$ cat src/rtl/lp_halt_pkg.sv
package lp_halt_pkg;

  typedef enum logic [1:0] {
    ST_RUN       = 2'd0,
    ST_ACT_HALT  = 2'd1,
    ST_FULL_HALT = 2'd2,
    ST_WAKE_DLY  = 2'd3
  } lp_state_e;

  typedef enum logic [1:0] {
    WK_NONE  = 2'd0,
    WK_RTC   = 2'd1,
    WK_EXT   = 2'd2,
    WK_RESET = 2'd3
  } wake_src_e;

  localparam logic [1:0] IMASK_ON_ENTRY = 2'b10;

endpackage

$ cat src/rtl/lp_wake_arb.sv
module lp_wake_arb
  import lp_halt_pkg::*;
#(
  parameter int                   EXT_LINES     = 4,
  parameter logic [EXT_LINES-1:0] EXT_WAKE_MASK = '1
) (
  input  lp_state_e            state,
  input  logic                 rst_req,
  input  logic                 rtc_irq,
  input  logic [EXT_LINES-1:0] ext_irq,
  output wake_src_e            src
);

  logic [EXT_LINES-1:0] ext_ok;
  logic                 ext_any;

  // only lines flagged in the mask may wake the part
  for (genvar g = 0; g < EXT_LINES; g++) begin : g_line
    if (EXT_WAKE_MASK[g]) begin : g_cap
      assign ext_ok[g] = ext_irq[g];
    end else begin : g_blk
      assign ext_ok[g] = 1'b0;
    end
  end

  assign ext_any = |ext_ok;

  // reset first, then RTC, then external lines
  always_comb begin
    src = WK_NONE;
    if (rst_req) begin
      src = WK_RESET;
    end else begin
      unique case (state)
        ST_ACT_HALT: begin
          if (rtc_irq)      src = WK_RTC;
          else if (ext_any) src = WK_EXT;
        end
        ST_FULL_HALT: begin
          if (ext_any) src = WK_EXT;
        end
        default: src = WK_NONE;
      endcase
    end
  end

  // blocked lines never produce an external wake
  always_comb begin
    if (src == WK_EXT) begin
      a_mask_r10: assert ((ext_irq & EXT_WAKE_MASK) != '0);
    end
  end

endmodule

$ cat src/rtl/lp_stab_timer.sv
module lp_stab_timer #(
  parameter int DLY_SHORT = 256,
  parameter int DLY_LONG  = 4096
) (
  input  logic clk,
  input  logic rst_n,
  input  logic load,
  input  logic long_sel,
  input  logic run,
  output logic done
);

  localparam int CW = (DLY_LONG > 1) ? $clog2(DLY_LONG) : 1;
  localparam logic [CW-1:0] LD_S = CW'(DLY_SHORT - 1);
  localparam logic [CW-1:0] LD_L = CW'(DLY_LONG - 1);

  logic [CW-1:0] cnt;

  always_ff @(posedge clk or negedge rst_n) begin
    if (!rst_n) begin
      cnt <= '0;
    end else if (load) begin
      cnt <= long_sel ? LD_L : LD_S;
    end else if (run && cnt != '0) begin
      cnt <= cnt - 1'b1;
    end
  end

  assign done = run && !load && (cnt == '0);

  p_cnt_range_r4: assert property (@(posedge clk) disable iff (!rst_n)
    cnt <= LD_L);

  p_cnt_step_r4: assert property (@(posedge clk) disable iff (!rst_n)
    (run && !load && cnt != '0) |=> (cnt == $past(cnt) - 1'b1));

endmodule

$ cat src/rtl/lp_clk_gate_dec.sv
module lp_clk_gate_dec
  import lp_halt_pkg::*;
(
  input  lp_state_e state,
  output logic      cpu_en,
  output logic      per_en,
  output logic      osc_en,
  output logic      wdog_pause
);

  always_comb begin
    cpu_en     = 1'b0;
    per_en     = 1'b0;
    osc_en     = 1'b0;
    wdog_pause = 1'b0;
    unique case (state)
      ST_RUN: begin
        cpu_en = 1'b1;
        per_en = 1'b1;
        osc_en = 1'b1;
      end
      ST_ACT_HALT: begin
        osc_en     = 1'b1;
        wdog_pause = 1'b1;
      end
      ST_WAKE_DLY: osc_en = 1'b1;
      default: ;
    endcase
  end

endmodule

$ cat src/rtl/lp_halt_ctrl.sv
module lp_halt_ctrl
  import lp_halt_pkg::*;
#(
  parameter int                   DLY_SHORT     = 256,
  parameter int                   DLY_LONG      = 4096,
  parameter int                   EXT_LINES     = 4,
  parameter logic [EXT_LINES-1:0] EXT_WAKE_MASK = '1
) (
  input  logic                 clk,
  input  logic                 rst_n,
  input  logic                 halt_req,
  input  logic                 rtc_ie,
  input  logic                 long_dly,
  input  logic                 rtc_irq,
  input  logic [EXT_LINES-1:0] ext_irq,
  input  logic                 rst_req,
  output logic                 cpu_clk_en,
  output logic                 periph_clk_en,
  output logic                 osc_en,
  output logic                 wdog_pause,
  output logic                 imask_we,
  output logic [1:0]           imask_val,
  output logic [1:0]           state_o,
  output logic                 wake_valid,
  output logic [1:0]           wake_cause,
  output logic                 cpu_start,
  output logic                 resume_vec
);

  lp_state_e state_q, state_d;
  wake_src_e src, cause_q;
  logic      enter_d, start_d, vec_d, vec_q, tmr_load, tmr_done;
  logic      wake_q, imask_q, start_q;

  lp_wake_arb #(
    .EXT_LINES    (EXT_LINES),
    .EXT_WAKE_MASK(EXT_WAKE_MASK)
  ) u_arb (
    .state  (state_q),
    .rst_req(rst_req),
    .rtc_irq(rtc_irq),
    .ext_irq(ext_irq),
    .src    (src)
  );

  lp_stab_timer #(
    .DLY_SHORT(DLY_SHORT),
    .DLY_LONG (DLY_LONG)
  ) u_tmr (
    .clk     (clk),
    .rst_n   (rst_n),
    .load    (tmr_load),
    .long_sel(long_dly),
    .run     (state_q == ST_WAKE_DLY),
    .done    (tmr_done)
  );

  lp_clk_gate_dec u_gate (
    .state     (state_q),
    .cpu_en    (cpu_clk_en),
    .per_en    (periph_clk_en),
    .osc_en    (osc_en),
    .wdog_pause(wdog_pause)
  );

  always_comb begin
    state_d  = state_q;
    enter_d  = 1'b0;
    start_d  = 1'b0;
    vec_d    = vec_q;
    tmr_load = 1'b0;
    if (src == WK_RESET) begin
      state_d  = ST_WAKE_DLY;
      tmr_load = 1'b1;
      vec_d    = 1'b1;
    end else begin
      unique case (state_q)
        ST_RUN: begin
          if (halt_req) begin
            state_d = rtc_ie ? ST_ACT_HALT : ST_FULL_HALT;
            enter_d = 1'b1;
          end
        end
        ST_ACT_HALT: begin
          if (src != WK_NONE) begin
            state_d = ST_RUN;
            start_d = 1'b1;
            vec_d   = 1'b0;
          end
        end
        ST_FULL_HALT: begin
          if (src == WK_EXT) begin
            state_d  = ST_WAKE_DLY;
            tmr_load = 1'b1;
            vec_d    = 1'b0;
          end
        end
        ST_WAKE_DLY: begin
          if (tmr_done) begin
            state_d = ST_RUN;
            start_d = 1'b1;
          end
        end
        default: state_d = ST_RUN;
      endcase
    end
  end

  always_ff @(posedge clk or negedge rst_n) begin
    if (!rst_n) begin
      state_q <= ST_RUN;
      cause_q <= WK_NONE;
      wake_q  <= 1'b0;
      imask_q <= 1'b0;
      start_q <= 1'b0;
      vec_q   <= 1'b0;
    end else begin
      state_q <= state_d;
      cause_q <= src;
      wake_q  <= (src != WK_NONE);
      imask_q <= enter_d;
      start_q <= start_d;
      vec_q   <= vec_d;
    end
  end

  assign state_o    = state_q;
  assign wake_valid = wake_q;
  assign wake_cause = cause_q;
  assign imask_we   = imask_q;
  assign imask_val  = IMASK_ON_ENTRY;
  assign cpu_start  = start_q;
  assign resume_vec = vec_q;

  p_sleep_no_cpu_r2: assert property (@(posedge clk) disable iff (!rst_n)
    (state_q != ST_RUN) |-> !cpu_clk_en && !periph_clk_en);

  p_full_halt_osc_off_r2: assert property (@(posedge clk) disable iff (!rst_n)
    (state_q == ST_FULL_HALT) |-> !osc_en);

  p_select_depth_r1: assert property (@(posedge clk) disable iff (!rst_n)
    (state_q == ST_RUN && halt_req && !rst_req) |=>
      (state_q == (($past(rtc_ie)) ? ST_ACT_HALT : ST_FULL_HALT)));

  p_ah_irq_wake_r3: assert property (@(posedge clk) disable iff (!rst_n)
    (state_q == ST_ACT_HALT && rtc_irq && !rst_req) |=>
      (state_q == ST_RUN && cpu_start && !resume_vec));

  p_fh_rtc_ignored_r5: assert property (@(posedge clk) disable iff (!rst_n)
    (state_q == ST_FULL_HALT && !rst_req && (ext_irq & EXT_WAKE_MASK) == '0) |=>
      (state_q == ST_FULL_HALT));

  p_imask_pulse_r6: assert property (@(posedge clk) disable iff (!rst_n)
    imask_we |=> !imask_we);

  p_wake_pulse_r8: assert property (@(posedge clk) disable iff (!rst_n)
    (wake_valid && !rst_req) |=> !wake_valid);

  p_rst_first_r9: assert property (@(posedge clk) disable iff (!rst_n)
    rst_req |=> (state_q == ST_WAKE_DLY && wake_cause == 2'd3));

endmodule

$ cat config.mk
export PLATFORM = sky130hd
export DESIGN_NAME = lp_halt_ctrl
export DESIGN_NICKNAME = d
export VERILOG_FILES = /design/src/rtl/lp_halt_pkg.sv /design/src/rtl/lp_wake_arb.sv /design/src/rtl/lp_stab_timer.sv /design/src/rtl/lp_clk_gate_dec.sv /design/src/rtl/lp_halt_ctrl.sv
export SDC_FILE = /design/constraint.sdc
export NUM_CORES = 1
export LEC_CHECK = 0
export CORE_MARGIN = 3
export CORE_UTILIZATION = 30
export CTS_BUF_LIST = sky130_fd_sc_hd__clkbuf_16
export DETAILED_ROUTE_END_ITERATION = 10
export GPL_ROUTABILITY_DRIVEN = 1
export PLACE_DENSITY = 0.5
export SETUP_SLACK_MARGIN = 0.1
export SLEW_MARGIN = 20
export SYNTH_ARGS = -nofsm -noshare
export SYNTH_HDL_FRONTEND = slang
export SYNTH_SLANG_ARGS = --single-unit
export TNS_END_PERCENT = 100
$ cat constraint.sdc
create_clock -name clk -period 2.4 [get_ports clk]
set_clock_uncertainty 0.1 [all_clocks]
set_input_delay 0.48 -clock clk [delete_from_list [all_inputs] [get_ports clk]]
set_output_delay 0.48 -clock clk [all_outputs]
set_load 0.01 [all_outputs]
Word-level counts from Yosys, hierarchy flattened
Cells that the tools add are included.
{"block": "op_classes", "mux": 31, "reduce_logical": 14, "addsub": 1, "eq_ne": 9}
{"op": "2-to-1 mux 12 bit", "n": 3}
{"op": "2-to-1 mux 2 bit", "n": 9}
{"op": "2-to-1 mux 1 bit", "n": 15}
{"op": "logical NOT 12 bit", "n": 1}
{"op": "!= test 3 bit (second input constant)", "n": 4}
{"op": "nonzero test 12 bit", "n": 1}
{"op": "subtractor 12 x 1 -> 12 bit (second input constant)", "n": 1}
{"op": "== test 2 bit (second input constant)", "n": 4}
{"op": "case mux 2 bit (4 select lines)", "n": 1}
{"op": "case mux 1 bit (2 select lines)", "n": 2}
{"op": "case mux 2 bit (2 select lines)", "n": 1}
{"op": "AND reduction 4 bit", "n": 1}
{"op": "nonzero test 2 bit", "n": 2}
{"op": "OR reduction 4 bit", "n": 1}
{"op": "logical AND 1 bit", "n": 3}
{"op": "AND reduction 3 bit", "n": 1}
{"op": "nonzero test 3 bit", "n": 1}
{"op": "OR reduction 3 bit", "n": 1}
{"op": "== test 2 x 1 -> 1 bit (second input constant)", "n": 1}
{"op": "logical NOT 2 bit", "n": 1}
{"op": "logical NOT 1 bit", "n": 1}
{"block": "word_totals", "ff_bits": 20, "output_inout_bits": 14, "word_cells": 62}

Longest topological paths before layout
Gate-level depths: netlist of run 1.
{"block": "logic_depth", "depth_word": 15, "mapped_depth": 7, "ltp_nobuf": 6}

By module
From an unflattened synthesis of run 1, not the netlist that was laid out.
{"block": "hier_totals", "hier_cells": 127, "hier_area_um2": 1267.5}
{"module": "lp_stab_timer", "cells_each": 68, "area_per_inst_um2": 737.0, "n_inst": 1, "seq_area_each_um2": 300.3}
{"module": "lp_halt_ctrl", "cells_each": 44, "area_per_inst_um2": 431.7, "n_inst": 1, "seq_area_each_um2": 200.2}
{"module": "lp_wake_arb", "cells_each": 11, "area_per_inst_um2": 72.6, "n_inst": 1, "seq_area_each_um2": 0.0}
{"module": "lp_clk_gate_dec", "cells_each": 4, "area_per_inst_um2": 26.3, "n_inst": 1, "seq_area_each_um2": 0.0}

Worst setup path after synthesis of run 1
OpenSTA, ideal clock, no wires.
{"block": "synth_path", "kind": "reg2reg", "startpoint": "reg state_q[0] (netlist: state_o[0])", "endpoint": "reg u_tmr.cnt[11]", "n_path_buf": 0, "period_less_slack_ns": 1.970, "arrival_time_ns": 1.788, "slack_ns": 0.430, "t_required_ns": 2.218, "path_stages_with_launch": 5, "path_cell_list": "dfrtp_1 > ha_1 > or4b_4 > or4_1 > a31oi_1"}
{"block": "synth_between", "elab_chain_len": 8, "word_cells_on_any_way": 13, "cone_classes": "eq/ne: 5; mux: 6; reduce/logical: 2"}
{"element": "from (decl)", "line_no": "lp_halt_ctrl.sv:30", "text": "lp_state_e state_q, state_d;"}
{"element": "from (signal assigned)", "line_no": "lp_halt_ctrl.sv:118", "text": "state_q <= state_d;"}
{"element": "== test 2 bit / == test 2 x 1 -> 1 bit (equally long branches)", "line_no": "lp_wake_arb.sv:34, lp_halt_ctrl.sv:77"}
{"element": "case mux 2 bit (2 select lines)", "line_no": "lp_wake_arb.sv:34", "text": "unique case (state)"}
{"element": "2-to-1 mux 2 bit", "line_no": "lp_wake_arb.sv:31", "text": "if (rst_req) begin"}
{"element": "== test 2 bit"}
{"element": "2-to-1 mux 1 bit", "line_no": "lp_halt_ctrl.sv:92", "text": "if (src == WK_EXT) begin"}
{"element": "2-to-1 mux 1 bit", "line_no": "lp_halt_ctrl.sv:77", "text": "unique case (state_q)"}
{"element": "2-to-1 mux 1 bit", "line_no": "lp_halt_ctrl.sv:72", "text": "if (src == WK_RESET) begin"}
{"element": "2-to-1 mux 12 bit / nonzero test 2 bit (equally long branches)"}
{"element": "to (signal assigned)", "line_no": "lp_stab_timer.sv:23", "text": "cnt <= long_sel ? LD_L : LD_S;"}
{"element": "to (signal assigned)", "line_no": "lp_stab_timer.sv:25", "text": "cnt <= cnt - 1'b1;"}
{"element": "to (decl)", "line_no": "lp_stab_timer.sv:17", "text": "logic [CW-1:0] cnt;"}
Several ways; a longest one is shown, not always the timed one.
A chain may end at the register's enable or synchronous reset.

Final worst setup path of run 1
{"block": "layout_path", "startpoint": "reg state_q[0] (netlist: state_o[0])", "endpoint": "out osc_en"}
{"block": "layout_between", "elab_chain_len": 3, "word_cells_on_any_way": 5, "cone_classes": "eq/ne: 2; mux: 1; reduce/logical: 2"}
{"element": "== test 2 x 1 -> 1 bit (tied with other cells)", "line_no": "lp_clk_gate_dec.sv:16", "text": "unique case (state)"}
{"element": "OR reduction 3 bit (no line) *"}
{"element": "2-to-1 mux 1 bit *", "line_no": "lp_clk_gate_dec.sv:16"}
{"element": "to (decl)", "line_no": "lp_halt_ctrl.sv:19", "text": "output logic osc_en,"}
Every way passes the cells marked *; elsewhere a longest branch is shown, timed or not.

==> summary.md, run 1 <==
| Metric | Value |
|---|---|
| Startpoint Class | flip-flop |
| DRC violations left | 0 |
| Core ar. | 4086 µm² |
| Initial Util | 0.3166 |
| Vias per inst | 5.320 |
| Cells after Synth | 131 |
| Num CTS Buffers | 3 |
| Tmin final | 2.268 ns |
| Tightest Pin Transition | 0.5049 ns |
| Final Util | 0.4057 |
| Routed len/inst | 13.41 µm |
| PD cells | 926.7 nW/µm² |
| CP cell instances | inv_1 -> ha_1 -> inv_1 -> clkdlybuf4s50_1 |
| Synth top area share | 0.3868 |
| Area leader, netlist | dfrtp_1 |
| RSZ-0062 raised after global routing | true |
| Setup bufs post-CTS | 0 |
| Area of the multi-input gates | 735.7 µm² |
| Total negative slack | 0 ns |
| Setup-failing EPs final | 0 |
| Max Clock Freq | 440.9 MHz |
| Max-Cap Viols | 0 |
| Final instance area | 1658 µm² |
| Syn nets | 147 |
| Top post-synthesis cells by area | dfrtp_1 (39%), ha_1 (4.8%), nand2_1 (3.5%) |
| NumNets Final | 173 |
| Grt total ovfl | 0 |
| Post-synth EDFFs | 0 |
| Most instantiated cells after synthesis | dfrtp_1 (20), nand2_1 (12), inv_1 (6), o21ai_0 (6) |
| Clock sinks | 20 |
| Pin count of the biggest net entering global routing | 21 |
| Slew Limit Fails | 0 |
| R2R depth | 6 |
| Vias in the first global route | 1040 |
| First-pass GRT wire length | 4809 µm |
| Most common cell in the synthesized netlist | dfrtp_1 |
| Leakage power | 0.6108 nW |
| Worst min path class | reg -> reg |
| HPWL after detailed placement | 2187 µm |
| Hold depth | 2 |
| CTS root buf | clkbuf_16 |
| PortBufs | 22 |
| WHS Endpoint | u_tmr.cnt[1] |
| CP max-delay cell | clkdlybuf4s50_1 |
| Post-route ant nets | 0 |
| Run status | finished clean |
| R2R Path End | state_o[0] |
| Critical Path Max Stage Delay | 0.55 ns |
| FF-to-FF setup slack | 0.36 ns |
| VDD IR-drop max | 0.0002597 V |
| Worst Hold Launch | u_tmr.cnt[1] |
| Gr usage total | 0.1170 |
| Top cell by count, worst path | inv_1 |
| Register area share after synthesis | 0.3868 |
| Area grow syn2layout | 28.14% |
| Async S/R FF share, synth | 1.000 |
| Worst Path Arrival | 1.69 ns |
| Grt peak-use layer | met2 |
| Yosys reg bits | 20 |
| IO Pins | 25 |
| Met2 usage | 0.1796 |
| Clock Latency Late Sink | 0.25 ns |
| Die X | 71.67 µm |
| CP Data Required Time | 1.82 ns |
| CTS max path bufs | 2 |
| Clock transition at path regs | 0.05 ns |
| Placer congestion estimate | 0.8020 |
| Nature of the critical path endpoint | primary output |
| Met3 usage | 0.02244 |
| Row count | 23 |
| Syn Area/Cell | 9.876 µm² |
| Netlist Area Pre-Place | 1294 µm² |
| Worst R2R Start | u_tmr.cnt[0] |
| Final hold vios | 0 |
| Crit Path Max Fanout | 5 |
| ANT cells | 0 |
| Die Height | 71.67 µm |
| Vias | 1096 |
| Distinct cells, synth | 44 |
| Fillers | 385 |
| H-tree depth | 1 |
| Rel. slew slack | 0.6627 |
| Layout cells sized above 1 | 0.1154 |
| Violation count after the first detailed-route iteration | 55 |
| Period utilisation layout | 0.9450 |
| M1 GR Usage | 0.1610 |
| Die area | 5137 µm² |
| Final WL | 2762 µm |
| Placed Area | 1577 µm² |
| Crit Path Class | reg -> out |
| CTS Hold Buffers Added | 0 |
| Initial antenna violation count | 0 |
| Most used DFF post-synth | dfrtp_1 |
| YS warnings | 0 |
| Sequential standard cell area | 500.5 µm² |
| Post-CTS Resized | 1 |
| CTS tree | yes |
| Detailed Routing Iterations Pass 1 | 4 |
-- cell usage in the layout (no fill, tap or decap), types with 2 or more instances in the layout --
master           synthesis  routed
a211oi_1                 5       5
a21oi_1                  4       4
a31oi_1                  2       2
and3_1                   3       3
buf_4                    4       5
clkbuf_16                0       3
clkdlybuf4s50_1          0      22
conb_1                   2       2
dfrtp_1                 20      20
ha_1                     5       4
inv_1                    6       6
nand2_1                 12      12
nand2b_1                 4       4
nand3_1                  4       4
nor2_1                   4       4
nor2b_1                  4       4
nor3_1                   2       2
nor4_1                   2       2
o2111a_1                 3       3
o211ai_1                 3       3
o21ai_0                  6       6
o31ai_1                  3       3
or2_1                    3       3
or3_1                    2       2
or4_1                    4       4
xnor2_1                  3       3
-- where the power goes --
group | internal [mW] | leakage, nW | switching, mW
sequential | 0.408 | 0.209 | 0.0718
clock | 0.221 | 0.0385 | 0.113
combinational | 0.354 | 0.363 | 0.368
total | 0.983 | 0.611 | 0.553
-- worst max path at each step --
stage	end	slack, ns	startpoint	cells past startpoint
global route	cpu_clk_en	0.05	state_o[1]	3
CTS	osc_en	0.12	state_o[0]	4
detailed placement	state_o[0]	0.03	ext_irq[1]	5
global placement	state_o[0]	0.07	ext_irq[1]	5
floorplan	u_tmr.cnt[11]	0.43	state_o[0]	4
finish	osc_en	0.13	state_o[0]	4
-- flip-flops by register name, summed over array words and instances, names as in the netlist --
signal / count
state_o: 2
imask_we: 1
cpu_start: 1
wake_cause: 2
wake_valid: 1
u_tmr.cnt: 12
resume_vec: 1
-- per-layer routing --
layer	part of all wire	wire length, µm
met5	0	0
met4	0.014	40
met3	0.028	76
met2	0.46	1270
met1	0.50	1374
-- critical path, delay by kind of cell, from the launching register on --
kind | cells | cell delay (ns)
fa+ha+maj | 1 | 0.22
buf+inv | 3 | 0.78
flops | 1 | 0.43
-- through the flow --
stage               power (mW)  hold slack (ns)  std cells  setup slack (ns)
detailed placement       1.206           0.4317        202           0.03222
global placement         1.196           0.4168        202           0.06511
CTS                      1.553           0.4459        206            0.1172
floorplan               0.9148          0.08441        131            0.4303
finish                   1.536           0.4477        206            0.1320
global route             1.654           0.5173        206           0.05258
-- logic make-up after synthesis --
family | after synthesis | share of synthesized area
compound gates | 36 | 0.2321
xor+xnor | 3 | 0.02031
fa+ha+maj | 5 | 0.04836
buf+inv | 12 | 0.04642
flops | 20 | 0.3868
mux | 1 | 0.007737
other cells | 2 | 0.005805
simple gates | 52 | 0.2524
-- layout make-up --
class	count	share of cell area
Multi-Input combinational cell	99	0.4438
Sequential cell	20	0.3019
Timing Repair Buffer	27	0.1555
Clock buffer	3	0.04528
Tap cell	50	0.03774
Inverter	6	0.01358
Clock inverter	1	0.002264
Power figures use the tool's default switching activity.
==> run 2: changes to the inputs <==
CORE_UTILIZATION = 51   (was 30)
PLACE_DENSITY = 0.78   (was 0.5)
clock period = 2.5 ns   (was 2.4 ns; I/O delays follow)
==> summary.md, run 2 (synthesis gave the netlist of run 1 again) <==
| Metric | Value |
|---|---|
| Run status | finished clean |
| Detailed Routing Iterations Pass 1 | 4 (unchanged) |
| Most frequent cells in the layout | clkdlybuf4s50_1 (22), dfrtp_1 (20), nand2_1 (12) |
| NumNets Final | 174 (+0.58%) |
| Max-Cap Viols | 0 (unchanged) |
| Worst Path Arrival | 1.69 ns (about the same) |
| Layout cells sized above 1 | 0.1338 (+0.01837) |
| Crit Path Class | reg -> out |
| Grt total ovfl | 0 (unchanged) |
| Final hold vios | 0 (unchanged) |
| Vias per inst | 6.005 (+13%) |
| Clock sinks | 20 (unchanged) |
| M1 GR Usage | 0.2721 (+0.1111) |
| Final WL | 2995 µm (+8.4%) |
| PortBufs | 22 (unchanged) |
| First-pass GRT wire length | 5085 µm (+5.7%) |
| Violation count after the first detailed-route iteration | 35 (-36%) |
| PnR worst setup slack | 0.2101 ns (+0.07815 ns) |
| CTS root buf | clkbuf_16 |
| Num CTS Buffers | 3 (unchanged) |
| CP Data Required Time | 1.90 ns (+0.08 ns) |
| Met3 usage | 0.04138 (+0.01894) |
| Max FFs per register | 12 (unchanged) |
| Placer congestion estimate | 0.9293 (+16%) |
| Tmin final | 2.290 ns |
| RSZ-0062 raised after global routing | false |
| Clock transition at path regs | 0.05 ns (about the same) |
| Die area | 3177 µm² (-38%) |
| Period utilisation layout | 0.9160 |
| Gr usage total | 0.1994 (+0.08246) |
| Pin count of the biggest net entering global routing | 21 (unchanged) |
| Initial antenna violation count | 0 (unchanged) |
| HPWL after detailed placement | 2245 µm (+2.7%) |
| Row count | 17 (-26%) |
| Setup-failing EPs final | 0 (unchanged) |
| Hold Slack | 0.4334 ns (-0.01425 ns) |
| ANT cells | 0 (unchanged) |
| CTS max path bufs | 2 (unchanged) |
| Max Clock Freq | 436.7 MHz |
| Total negative slack | 0 ns (unchanged) |
| Tightest Pin Transition | 0.5532 ns (+0.04834 ns) |
| Slew Limit Fails | 0 (unchanged) |
| Most flops, register | u_tmr.cnt |
| Commonest non-fill, non-tap cell in the layout | clkdlybuf4s50_1 |
| Core ar. | 2318 µm² (-43%) |
| Die Height | 56.37 µm (-21%) |
| Nature of the critical path endpoint | primary output |
| Hold depth | 2 (unchanged) |
| IO Pins | 25 (unchanged) |
| Initial Util | 0.5580 (+0.2414) |
| R2R depth | 5 (-1) |
| Met2 usage | 0.3289 (+0.1493) |
| Vias in the first global route | 1058 (+1.7%) |
| Worst min path class | reg -> reg |
| Rel. slew slack | 0.6304 (-0.03229) |
| Placed insts | 178 (-12%) |
| Clock Latency Late Sink | 0.25 ns (about the same) |
| Final instance area | 1640 µm² (-1.1%) |
| Final Util | 0.7075 (+0.3018) |
| Die X | 56.37 µm (-21%) |
| DRC violations left | 0 (unchanged) |
| Grt peak-use layer | met2 |
| Placed Area | 1534 µm² (-2.7%) |
| VDD IR-drop max | 0.0008412 V (+220%) |
| Crit Path Max Fanout | 9 (+4) |
| H-tree depth | 1 (unchanged) |
| Post-route ant nets | 0 (unchanged) |
| Layout Cells excl Fill | 185 (-10%) |
| Leakage power | 0.6127 nW (+0.31%) |
| Startpoint Class | flip-flop |
| Total power | 1.494 mW (-2.8%) |
| Pre-CTS setup slack | 0.1139 ns (+0.08169 ns) |
| CTS Hold Buffers Added | 0 (unchanged) |
| Routed len/inst | 16.19 µm (+21%) |
| Area grow syn2layout | 26.79% |
| CTS tree | yes |
| Vias | 1111 (+1.4%) |
| PD cells | 910.7 nW/µm² (-1.7%) |
## run 2: changes by cell type in the layout (fill, tap and decap cells not counted), sizes merged
cell	previous run	this run
buf	5	6
## run 2: area by class of cell
| class | count | area (µm²) |
|---|---|---|
| Timing Repair Buffer | 28 | 265.3 |
| Multi-Input combinational cell | 99 | 738.2 |
| Tap cell | 28 | 35.03 |
| Clock inverter | 1 | 3.754 |
| Sequential cell | 20 | 500.5 |
| Fill cell | 175 | 678.2 |
| Clock buffer | 3 | 75.07 |
| Inverter | 6 | 22.52 |
## run 2: layer usage
layer	vias to the layer above	share of wire
li1	542	-
met1	552	0.48
met2	15	0.49
met3	2	0.029
met4	0	0.0040
met5	-	0
## run 2: what timing repair did
item | CTS | global route
cloned | 0 | 0
gates resized for setup | 1 | 2
buffers inserted | 0 | 3
setup endpoints to repair | 1 | 2
## run 2: worst paths after layout
check	slack [ns]	start	to
max	0.21	state_o[0]	osc_en
min	0.43	u_tmr.cnt[1]	u_tmr.cnt[1]
max reg2reg	0.36	state_o[1]	u_tmr.cnt[9]
min reg2reg	0.43	u_tmr.cnt[1]	u_tmr.cnt[1]
max in group asynchronous	1.59	rst_n	u_tmr.cnt[2]
min in group asynchronous	0.50	rst_n	resume_vec
## run 2: where the power goes
group          internal (mW)  total (mW)  switching [mW]  leakage [nW]
registers              0.391       0.461          0.0700         0.209
clock network          0.213       0.324           0.111        0.0385
logic                  0.352       0.709           0.357         0.365
## run 2: critical path, cell delays in order, from the launching register on
cell             delay [ns]
dfrtp_1                0.41
inv_1                  0.11
ha_2                   0.26
inv_2                  0.11
clkdlybuf4s50_1        0.54
==> run 3: changes to the inputs <==
==> constraint.sdc (replaced) <==
create_clock -name clk -period 2.5 [get_ports clk]
set_clock_uncertainty 0.1 [all_clocks]
set_input_delay 0.5 -clock clk [delete_from_list [all_inputs] [get_ports clk]]
set_output_delay 0.5 -clock clk [all_outputs]
set_load 0.005 [all_outputs]
==> summary.md, run 3 (synthesis gave the netlist of run 1 again) <==
| Metric | Value |
|---|---|
| Run status | finished clean |
| Tightest Pin Transition | 0.5532 ns (-0.000009537 ns) |
| Gr usage total | 0.1994 (unchanged) |
| Final WL | 2993 µm (about the same) |
| Die Height | 56.37 µm (unchanged) |
| Placer congestion estimate | 0.9293 (unchanged) |
| Grt total ovfl | 0 (unchanged) |
| Die X | 56.37 µm (unchanged) |
| Max Clock Freq | 433.7 MHz (-0.70%) |
| CP max-delay cell | clkdlybuf4s50_1 |
| Core ar. | 2318 µm² (unchanged) |
| PortBufs | 22 (unchanged) |
| Pre-CTS setup slack | 0.1139 ns (unchanged) |
| Nature of the critical path endpoint | primary output |
| Clock transition at path regs | 0.05 ns (about the same) |
| Pin count of the biggest net entering global routing | 21 (unchanged) |
| Setup-failing EPs final | 0 (unchanged) |
| DRC violations left | 0 (unchanged) |
| CP cell instances | inv_1 -> ha_2 -> inv_1 -> clkdlybuf4s50_1 |
| Max FFs per register | 12 (unchanged) |
| Routed len/inst | 16.18 µm (about the same) |
| RSZ-0062 raised after global routing | false |
| Vias per inst | 5.978 (-0.45%) |
| Vias | 1106 (-0.45%) |
| Most flops, register | u_tmr.cnt |
| CP delay by family, top | buffers and inverters |
| PnR worst setup slack | 0.1941 ns (-0.01603 ns) |
| CTS max path bufs | 2 (unchanged) |
| Num CTS Buffers | 3 (unchanged) |
| H-tree depth | 1 (unchanged) |
| Top cell by count, worst path | inv_1 |
| Leakage power | 0.6129 nW (about the same) |
| Worst Path Arrival | 1.71 ns (+0.02 ns) |
| First-pass GRT wire length | 5085 µm (unchanged) |
| CTS Hold Buffers Added | 0 (unchanged) |
| Crit Path Max Fanout | 9 (unchanged) |
| HPWL after detailed placement | 2245 µm (unchanged) |
| IO Pins | 25 (unchanged) |
| Clock sinks | 20 (unchanged) |
| Die area | 3177 µm² (unchanged) |
| Detailed Routing Iterations Pass 1 | 4 (unchanged) |
| CP bufs+invs | 3 (unchanged) |
| Initial antenna violation count | 0 (unchanged) |
| PD cells | 895.0 nW/µm² (-1.7%) |
| Crit Path Class | reg -> out |
| Clock Latency Late Sink | 0.25 ns (about the same) |
| Commonest non-fill, non-tap cell in the layout | clkdlybuf4s50_1 |
| Row count | 17 (unchanged) |
| Hold Slack | 0.4334 ns (-0.000005000 ns) |
| Slew Limit Fails | 0 (unchanged) |
| Vias in the first global route | 1058 (unchanged) |
| Critical Path Max Stage Delay | 0.53 ns (about the same) |
| Post-route ant nets | 0 (unchanged) |
| CTS root buf | clkbuf_16 |
| VDD IR-drop max | 0.0008383 V (-0.34%) |
| NumNets Final | 174 (unchanged) |
| Initial Util | 0.5580 (unchanged) |
| CTS tree | yes |
| Total negative slack | 0 ns (unchanged) |
| Most frequent cells in the layout | clkdlybuf4s50_1 (22), dfrtp_1 (20), nand2_1 (12) |
| Period utilisation layout | 0.9224 (+0.006414) |
| Worst min path class | reg -> reg |
| Area grow syn2layout | 26.79% (unchanged) |
| Violation count after the first detailed-route iteration | 45 (+29%) |
| CP Data Required Time | 1.90 ns (about the same) |
| Total power | 1.468 mW (-1.7%) |
| Final hold vios | 0 (unchanged) |
| Tmin final | 2.306 ns (+0.01604 ns) |
| Layout cells sized above 1 | 0.1274 (-0.006369) |
| ANT cells | 0 (unchanged) |
| Max-Cap Viols | 0 (unchanged) |
| Startpoint Class | flip-flop |
| Rel. slew slack | 0.6304 (about the same) |
-- run 3: changes by cell type in the layout (fill, tap and decap cells not counted) --
cell	change
inv_1	+1
inv_2	-1
-- run 3: path summary, 6_finish.rpt --
kind / from / endpoint / slack (ns) / cells after the start
max in group asynchronous: rst_n / u_tmr.cnt[2] / 1.59 / 2
min in group asynchronous: rst_n / resume_vec / 0.50 / 2
hold / removal: u_tmr.cnt[1] / u_tmr.cnt[1] / 0.43 / 2
hold reg to reg: u_tmr.cnt[1] / u_tmr.cnt[1] / 0.43 / 2
setup reg to reg: state_o[1] / u_tmr.cnt[9] / 0.36 / 5
setup / recovery: state_o[0] / osc_en / 0.19 / 4
-- run 3: area by class of cell --
| cell class | count | area [µm²] |
|---|---|---|
| inverter | 6 | 22.52 |
| sequential | 20 | 500.5 |
| clock inverter | 1 | 3.754 |
| fill | 175 | 678.2 |
| timing repair buffer | 28 | 265.3 |
| multi-input combinational | 99 | 738.2 |
| tap | 28 | 35.03 |
| clock buffer | 3 | 75.07 |
-- run 3: metrics by stage --
stage               cells    util  area, µm²
floorplan             131       -       1294
global placement      178  0.6616       1534
detailed placement    178  0.6616       1534
CTS                   182  0.6967       1615
global route          185  0.7075       1640
finish                185  0.7075       1640
-- run 3: worst register-to-register path, stage by stage (launching register included) --
cell and delay [ns]:
dfrtp_1 0.42, ha_1 0.37, or4b_4 0.55, a31oi_2 0.31, and4_1 0.23, nor3_1 0.04
-- run 3: routing by layer --
metal / routed length [µm] / up-vias / global-route usage
met3: 91 / 2 / 0.04138
met2: 1471 / 17 / 0.3289
li1: - / 542 / -
met1: 1417 / 545 / 0.2721
met5: 0 / - / 0
met4: 12 / 0 / 0.03729
-- run 3: what timing repair did --
item / CTS / global route
endpoints found under the setup margin: 1 / 2
setup buffers: 0 / 3
resized for setup: 1 / 1
-- run 3: report_power, final --
group	leakage, nW	internal, mW	total (mW)	switching (mW)
registers	0.209	0.391	0.461	0.0701
clock network	0.0385	0.213	0.324	0.111
logic	0.365	0.350	0.683	0.333
total	0.613	0.954	1.47	0.514
